==> config.mk <==
export PLATFORM = sky130hd
export DESIGN_NAME = vec_irq_ctrl
export DESIGN_NICKNAME = d
export VERILOG_FILES = /design/src/rtl/vic_pkg.sv /design/src/rtl/vic_ctrl.sv /design/src/rtl/vic_regs.sv /design/src/rtl/vic_arbiter.sv /design/src/rtl/vec_irq_ctrl.sv
export SDC_FILE = /design/constraint.sdc
export NUM_CORES = 1
export LEC_CHECK = 0
export BUFFER_PORTS_ARGS = -buffer_cell sky130_fd_sc_hd__buf_4
export CORE_ASPECT_RATIO = 1.25
export CORE_MARGIN = 5
export CORE_UTILIZATION = 35
export CTS_BUF_LIST = sky130_fd_sc_hd__clkbuf_2 sky130_fd_sc_hd__clkbuf_4 sky130_fd_sc_hd__clkbuf_8
export DETAILED_ROUTE_END_ITERATION = 6
export SLEW_MARGIN = 25
export SYNTH_ARGS = -nofsm -noshare
export SYNTH_HDL_FRONTEND = slang
export SYNTH_SLANG_ARGS = --single-unit
==> constraint.sdc <==
create_clock -name clk -period 56.4 [get_ports clk]
set_input_delay 11.28 -clock clk [delete_from_list [all_inputs] [get_ports clk]]
set_output_delay 11.28 -clock clk [all_outputs]
set_load 0.02 [all_outputs]
==> src/rtl/vic_pkg.sv <==
package vic_pkg;

  localparam int PRIO_W        = 4;
  localparam int FIELDS_PER_REG = 4;
  localparam int REG_DW        = PRIO_W * FIELDS_PER_REG;
  localparam int BUS_DW        = 32;
  localparam int ADDR_W        = 3;
  localparam int VEC_W         = 12;
  localparam int SEL_W         = 4;

  localparam logic [ADDR_W-1:0] ADDR_MASK_SET = 3'd4;
  localparam logic [ADDR_W-1:0] ADDR_MASK_CLR = 3'd5;
  localparam logic [PRIO_W-1:0] EXT_NONE      = 4'hF;

  // Strobes from the decode logic to the register datapath.
  typedef struct packed {
    logic              prioWr;
    logic [SEL_W-1:0]  prioSel;
    logic              maskSet;
    logic              maskClr;
    logic [BUS_DW-1:0] data;
  } vicStrobe_t;

endpackage

==> src/rtl/vic_ctrl.sv <==
module vic_ctrl
  import vic_pkg::*;
#(
  parameter int NUM_PRIO_REGS = 2
) (
  input  logic              busWr,
  input  logic [ADDR_W-1:0] busAddr,
  input  logic [BUS_DW-1:0] busWdata,
  output vicStrobe_t        strb
);

  always_comb begin
    strb      = '0;
    strb.data = busWdata;
    if (busWr) begin
      if (int'(busAddr) < NUM_PRIO_REGS) begin
        strb.prioWr  = 1'b1;
        strb.prioSel = SEL_W'(busAddr);
      end else if (busAddr == ADDR_MASK_SET) begin
        strb.maskSet = 1'b1;
      end else if (busAddr == ADDR_MASK_CLR) begin
        strb.maskClr = 1'b1;
      end
    end
  end

endmodule

==> src/rtl/vic_regs.sv <==
module vic_regs
  import vic_pkg::*;
#(
  parameter int                 NUM_SRC       = 12,
  parameter int                 NUM_PRIO_REGS = 2,
  parameter logic [NUM_SRC-1:0] MASKABLE      = 12'hF00,
  localparam int                NUM_FIELD     = NUM_PRIO_REGS * FIELDS_PER_REG
) (
  input  logic                        clk,
  input  logic                        rstN,
  input  vicStrobe_t                  strb,
  input  logic [ADDR_W-1:0]           busAddr,
  output logic [BUS_DW-1:0]           busRdata,
  output logic [NUM_FIELD*PRIO_W-1:0] fieldPrio,
  output logic [NUM_SRC-1:0]          maskVec,
  input  logic [PRIO_W-1:0]           nextLevel,
  input  logic [VEC_W-1:0]            nextVector,
  output logic [PRIO_W-1:0]           irqLevel,
  output logic [VEC_W-1:0]            irqVector
);

  logic [REG_DW-1:0]  prioQ [NUM_PRIO_REGS];
  logic [NUM_SRC-1:0] maskQ;
  logic [NUM_SRC-1:0] setBits;
  logic [NUM_SRC-1:0] clrBits;

  for (genvar r = 0; r < NUM_PRIO_REGS; r++) begin : g_prio
    always_ff @(posedge clk) begin
      if (!rstN) begin
        prioQ[r] <= '0;
      end else if (strb.prioWr && strb.prioSel == SEL_W'(r)) begin
        prioQ[r] <= strb.data[REG_DW-1:0];
      end
    end
    assign fieldPrio[REG_DW*r +: REG_DW] = prioQ[r];
  end

  assign setBits = strb.maskSet ? (strb.data[NUM_SRC-1:0] & MASKABLE) : '0;
  assign clrBits = strb.maskClr ? strb.data[NUM_SRC-1:0] : '0;

  always_ff @(posedge clk) begin
    if (!rstN) begin
      maskQ <= '0;
    end else begin
      maskQ <= (maskQ | setBits) & ~clrBits;
    end
  end

  assign maskVec = maskQ;

  always_comb begin
    busRdata = '0;
    for (int r = 0; r < NUM_PRIO_REGS; r++) begin
      if (int'(busAddr) == r) begin
        busRdata[REG_DW-1:0] = prioQ[r];
      end
    end
    if (busAddr == ADDR_MASK_SET || busAddr == ADDR_MASK_CLR) begin
      busRdata[NUM_SRC-1:0] = maskQ;
    end
  end

  always_ff @(posedge clk) begin
    if (!rstN) begin
      irqLevel  <= '0;
      irqVector <= '0;
    end else begin
      irqLevel  <= nextLevel;
      irqVector <= nextVector;
    end
  end

endmodule

==> src/rtl/vic_arbiter.sv <==
module vic_arbiter
  import vic_pkg::*;
#(
  parameter int                   NUM_SRC      = 12,
  parameter int                   NUM_FIELD    = 8,
  parameter logic [NUM_SRC*4-1:0] FIELD_MAP    = 48'h665433332210,
  parameter int                   INT_VEC_BASE = 'h400,
  parameter int                   EXT_VEC_BASE = 'h200,
  parameter int                   VEC_STEP     = 'h20
) (
  input  logic [NUM_SRC-1:0]          srcReq,
  input  logic [NUM_SRC-1:0]          maskVec,
  input  logic [NUM_FIELD*PRIO_W-1:0] fieldPrio,
  input  logic [PRIO_W-1:0]           extLevel,
  output logic [PRIO_W-1:0]           nextLevel,
  output logic [VEC_W-1:0]            nextVector
);

  logic [PRIO_W-1:0] effPrio [NUM_SRC];

  for (genvar i = 0; i < NUM_SRC; i++) begin : g_src
    localparam int FieldIdx = int'(FIELD_MAP[4*i +: 4]);
    assign effPrio[i] = (srcReq[i] && !maskVec[i]) ? fieldPrio[PRIO_W*FieldIdx +: PRIO_W] : '0;
  end

  always_comb begin
    logic [PRIO_W-1:0] bestLvl;
    logic [VEC_W-1:0]  bestVec;
    if (extLevel != EXT_NONE) begin
      bestLvl = PRIO_W'(15 - int'(extLevel));
      bestVec = VEC_W'(EXT_VEC_BASE + VEC_STEP * int'(extLevel));
    end else begin
      bestLvl = '0;
      bestVec = '0;
    end
    for (int i = 0; i < NUM_SRC; i++) begin
      if (effPrio[i] > bestLvl) begin
        bestLvl = effPrio[i];
        bestVec = VEC_W'(INT_VEC_BASE + VEC_STEP * i);
      end
    end
    if (bestLvl == '0) begin
      bestVec = '0;
    end
    nextLevel  = bestLvl;
    nextVector = bestVec;
  end

endmodule

==> src/rtl/vec_irq_ctrl.sv <==
module vec_irq_ctrl
  import vic_pkg::*;
#(
  parameter int                   NUM_SRC       = 12,
  parameter int                   NUM_PRIO_REGS = 2,
  parameter logic [NUM_SRC*4-1:0] FIELD_MAP     = 48'h665433332210,
  parameter logic [NUM_SRC-1:0]   MASKABLE      = 12'hF00,
  parameter int                   INT_VEC_BASE  = 'h400,
  parameter int                   EXT_VEC_BASE  = 'h200,
  parameter int                   VEC_STEP      = 'h20
) (
  input  logic               clk,
  input  logic               rstN,
  input  logic               busWr,
  input  logic [2:0]         busAddr,
  input  logic [31:0]        busWdata,
  output logic [31:0]        busRdata,
  input  logic [NUM_SRC-1:0] srcReq,
  input  logic [3:0]         extLevel,
  output logic [3:0]         irqLevel,
  output logic [11:0]        irqVector
);

  localparam int NumField = NUM_PRIO_REGS * FIELDS_PER_REG;

  vicStrobe_t                 strb;
  logic [NumField*PRIO_W-1:0] fieldPrio;
  logic [NUM_SRC-1:0]         maskVec;
  logic [PRIO_W-1:0]          nextLevel;
  logic [VEC_W-1:0]           nextVector;

  vic_ctrl #(.NUM_PRIO_REGS(NUM_PRIO_REGS)) ctrl_i (
    .busWr    (busWr),
    .busAddr  (busAddr),
    .busWdata (busWdata),
    .strb     (strb)
  );

  vic_regs #(
    .NUM_SRC       (NUM_SRC),
    .NUM_PRIO_REGS (NUM_PRIO_REGS),
    .MASKABLE      (MASKABLE)
  ) regs_i (
    .clk        (clk),
    .rstN       (rstN),
    .strb       (strb),
    .busAddr    (busAddr),
    .busRdata   (busRdata),
    .fieldPrio  (fieldPrio),
    .maskVec    (maskVec),
    .nextLevel  (nextLevel),
    .nextVector (nextVector),
    .irqLevel   (irqLevel),
    .irqVector  (irqVector)
  );

  vic_arbiter #(
    .NUM_SRC      (NUM_SRC),
    .NUM_FIELD    (NumField),
    .FIELD_MAP    (FIELD_MAP),
    .INT_VEC_BASE (INT_VEC_BASE),
    .EXT_VEC_BASE (EXT_VEC_BASE),
    .VEC_STEP     (VEC_STEP)
  ) arb_i (
    .srcReq     (srcReq),
    .maskVec    (maskVec),
    .fieldPrio  (fieldPrio),
    .extLevel   (extLevel),
    .nextLevel  (nextLevel),
    .nextVector (nextVector)
  );

endmodule

==> out/qor.txt <==
status: finished clean
Syn Area/Cell: 7.879 µm²
global-route wire length before repair: 24,320 µm
PD cells: 57.54 nW/µm²
area grow syn2layout: 12.21%
clk_lat worst skew: 320 ps
Rel. slew slack: 33.40%
setup violators final: 0
Setup Buffers After CTS: 0
Main synth FF type: edfxtp_1
async set or reset register ratio after synthesis: 0%
Worst Skew: 14.01 ps
CTS tree: built
Synth Register Bits: 54
number of nets in the layout: 815
crit end category: flop
synth warn: 0
CTS root buf: clkbuf_8
crit path launch type: primary input
CP most frequent cell: ha_1
CP max FO: 9
Worst Setup Path Type: primary input to flop
DR WL/cell: 16.95 µm
VDD IR max: 0.05616 mV
Die Wd: 120.9 µm
# clock sinks: 54
routability cong.: 0.9202
most common cell after layout, fill and taps aside: nand2_1
pin count of the biggest net entering global routing: 31
sequential-to-total area share from yosys stat: 26.04%
Gates resized, CTS repair: 0
dpl hpwl: 12,480 µm
initial antenna violation count: 0
TritonCTS Buffers: 5
Tot Pwr: 0.3475 mW
EDFF count, synth: 32
Leak: 2.670 nW
CP Launch Point: srcReq[0]
worst slew pin tran: 995.3 ps
Cell Count, Final, Fillers Out: 915
CP arrival: 31,030 ps
WL final: 15,510 µm
clock tree buffer depth: 2
number of global-route vias before repair: 4,700
crit-path max cell delay: 470 ps
placed cells: 907
num rows: 50
# DRC: 0
ANT cells: 0
I/O Pins: 102
core area: 15,010 µm²
FILL cells: 1,597
most frequent cells in the layout: 80 x nand2_1, 73 x nor2_1, 64 x buf_4
clk slew on worst S/H paths: 100 ps
Vias: 4,997
Fmax: 32.48 MHz
Die Ht: 148.6 µm
Final ANT Viol Nets: 0
WP data required: 56,630 ps
initial core utilization: 35.84%
Die ar.: 17,970 µm²
unrepaired setup endpoints after global routing: no
Fin. Hold Viols: 0
Hold-fix buffers, CTS: 0
number of max-cap violations: 0
reg2reg start: regs_i.maskVec[0]$_SDFF_PN0_
fraction of layout cells with a size suffix above 1: 15.96%
Final Cycle Share: 54.60%
Slew Viols, Final: 0
Post-Syn Area: 5381 µm²
critical path's slowest cell: a211oi_1
Cells after Synth: 683
Initial DRC Count: 221
vias per inst: 5.461
post-synth cell types: 81
I/O Buffers: 63
GRT Overall Usage: 16.83%
Period minus WS final: 30,790 ps
H-tree Lvls: 2
Hold Crit Class: flop to flop
GRT overflow: 0
worst hold start: regs_i.maskVec[7]$_SDFF_PN0_
setup TNS: 0 ps
Pre-antenna DRT Iters: 5
cell usage after synthesis (all sizes together) (3+ instances only):
master / instances / area share, %
nor2b: 16 / 2.0
dfxtp: 22 / 8.2
mux2i: 26 / 4.8
o21ai: 24 / 2.4
mux2: 11 / 2.6
a211o: 6 / 0.98
clkbuf: 17 / 1.2
inv: 33 / 2.3
and3: 6 / 0.70
nor2: 73 / 5.1
o31ai: 4 / 0.56
a31oi: 9 / 1.3
or3: 4 / 0.46
xor2: 4 / 0.65
and2: 56 / 6.5
a211oi: 7 / 0.98
nor3: 18 / 1.7
a21oi: 62 / 5.9
a41oi: 3 / 0.49
o211ai: 7 / 1.3
nand3b: 6 / 0.84
a21boi: 3 / 0.49
nand2: 80 / 5.6
xnor2: 4 / 0.65
ha: 29 / 6.7
edfxtp: 32 / 18
or2: 7 / 0.81
a221oi: 3 / 0.49
nand3: 19 / 1.8
buf: 26 / 3.5
nand2b: 4 / 0.60
a21o: 11 / 1.6
nor3b: 5 / 0.70
a311oi: 3 / 0.49
kinds of logic after synthesis:
family,after synthesis,share of synthesized area [%]
AOI/OAI and AO/OA,174,22.90
xor gates and xnor gates,8,1.302
adders and majority gates,29,6.743
buffers and inverters,76,6.952
DFF,54,26.04
muxes,37,7.417
other,1,0.06968
and+or+nand+nor,304,28.57
through the flow:
| stage | hold WS (ps) | cell area (µm²) | utilization, % | setup slack, ps |
|---|---|---|---|---|
| floorplan | 425.7 | 5460 | - | 28050 |
| global placement | 463.4 | 5923 | 39.45 | 25490 |
| detailed placement | 464.0 | 5923 | 39.45 | 25510 |
| CTS | 479.2 | 6038 | 40.22 | 25780 |
| global route | 514.8 | 6038 | 40.22 | 24290 |
| finish | 471.8 | 6038 | 40.22 | 25610 |
flip-flops by register name, indices dropped and copies added, names as in the netlist:
name              count
regs_i.maskVec       12
regs_i.prioQ         32
regs_i.irqLevel       4
regs_i.irqVector      6
worst paths after layout:
kind | end | slack [ps] | depth (start not counted)
max | regs_i.irqVector[10]$_SDFF_PP0_ | 25610 | 85
min | regs_i.maskVec[7]$_SDFF_PN0_ | 470 | 2
max reg2reg | regs_i.irqVector[10]$_SDFF_PP0_ | 36300 | 85
min reg2reg | regs_i.maskVec[7]$_SDFF_PN0_ | 470 | 2
worst max-delay path, delay by kind of cell:
kind | cells | cell delay (ps)
multiplexers | 13 | 3770
buffers and inverters | 5 | 490
AO/OA/AOI/OAI | 32 | 7440
AND/OR/NAND/NOR | 23 | 4180
adder cells (fa/ha/maj) | 12 | 3860
layout make-up:
| cell class | count | area, µm² | area share, % |
|---|---|---|---|
| well taps | 182 | 227.7 | 3.771 |
| flip-flops and latches | 54 | 1401 | 23.21 |
| clock inverters | 2 | 38.79 | 0.6424 |
| multi-input cells | 574 | 3690 | 61.11 |
| repair buffers | 64 | 480.5 | 7.957 |
| inverters | 33 | 123.9 | 2.051 |
| clock buffers | 6 | 76.32 | 1.264 |
layer usage:
| metal | track usage (%) | wire length [µm] | vias up |
|---|---|---|---|
| met1 | 21.37 | 6888 | 2309 |
| met2 | 29.37 | 7458 | 145 |
| met3 | 1.826 | 703 | 25 |
| met5 | 0 | 0 | - |
| met4 | 6.009 | 462 | 0 |
| li1 | - | - | 2518 |
power by group:
group,internal [mW],switching (mW)
sequential,0.0471,0.00293
combinational,0.115,0.155
clock,0.0138,0.0130
total,0.176,0.171
(Power assumes the default switching activity.)
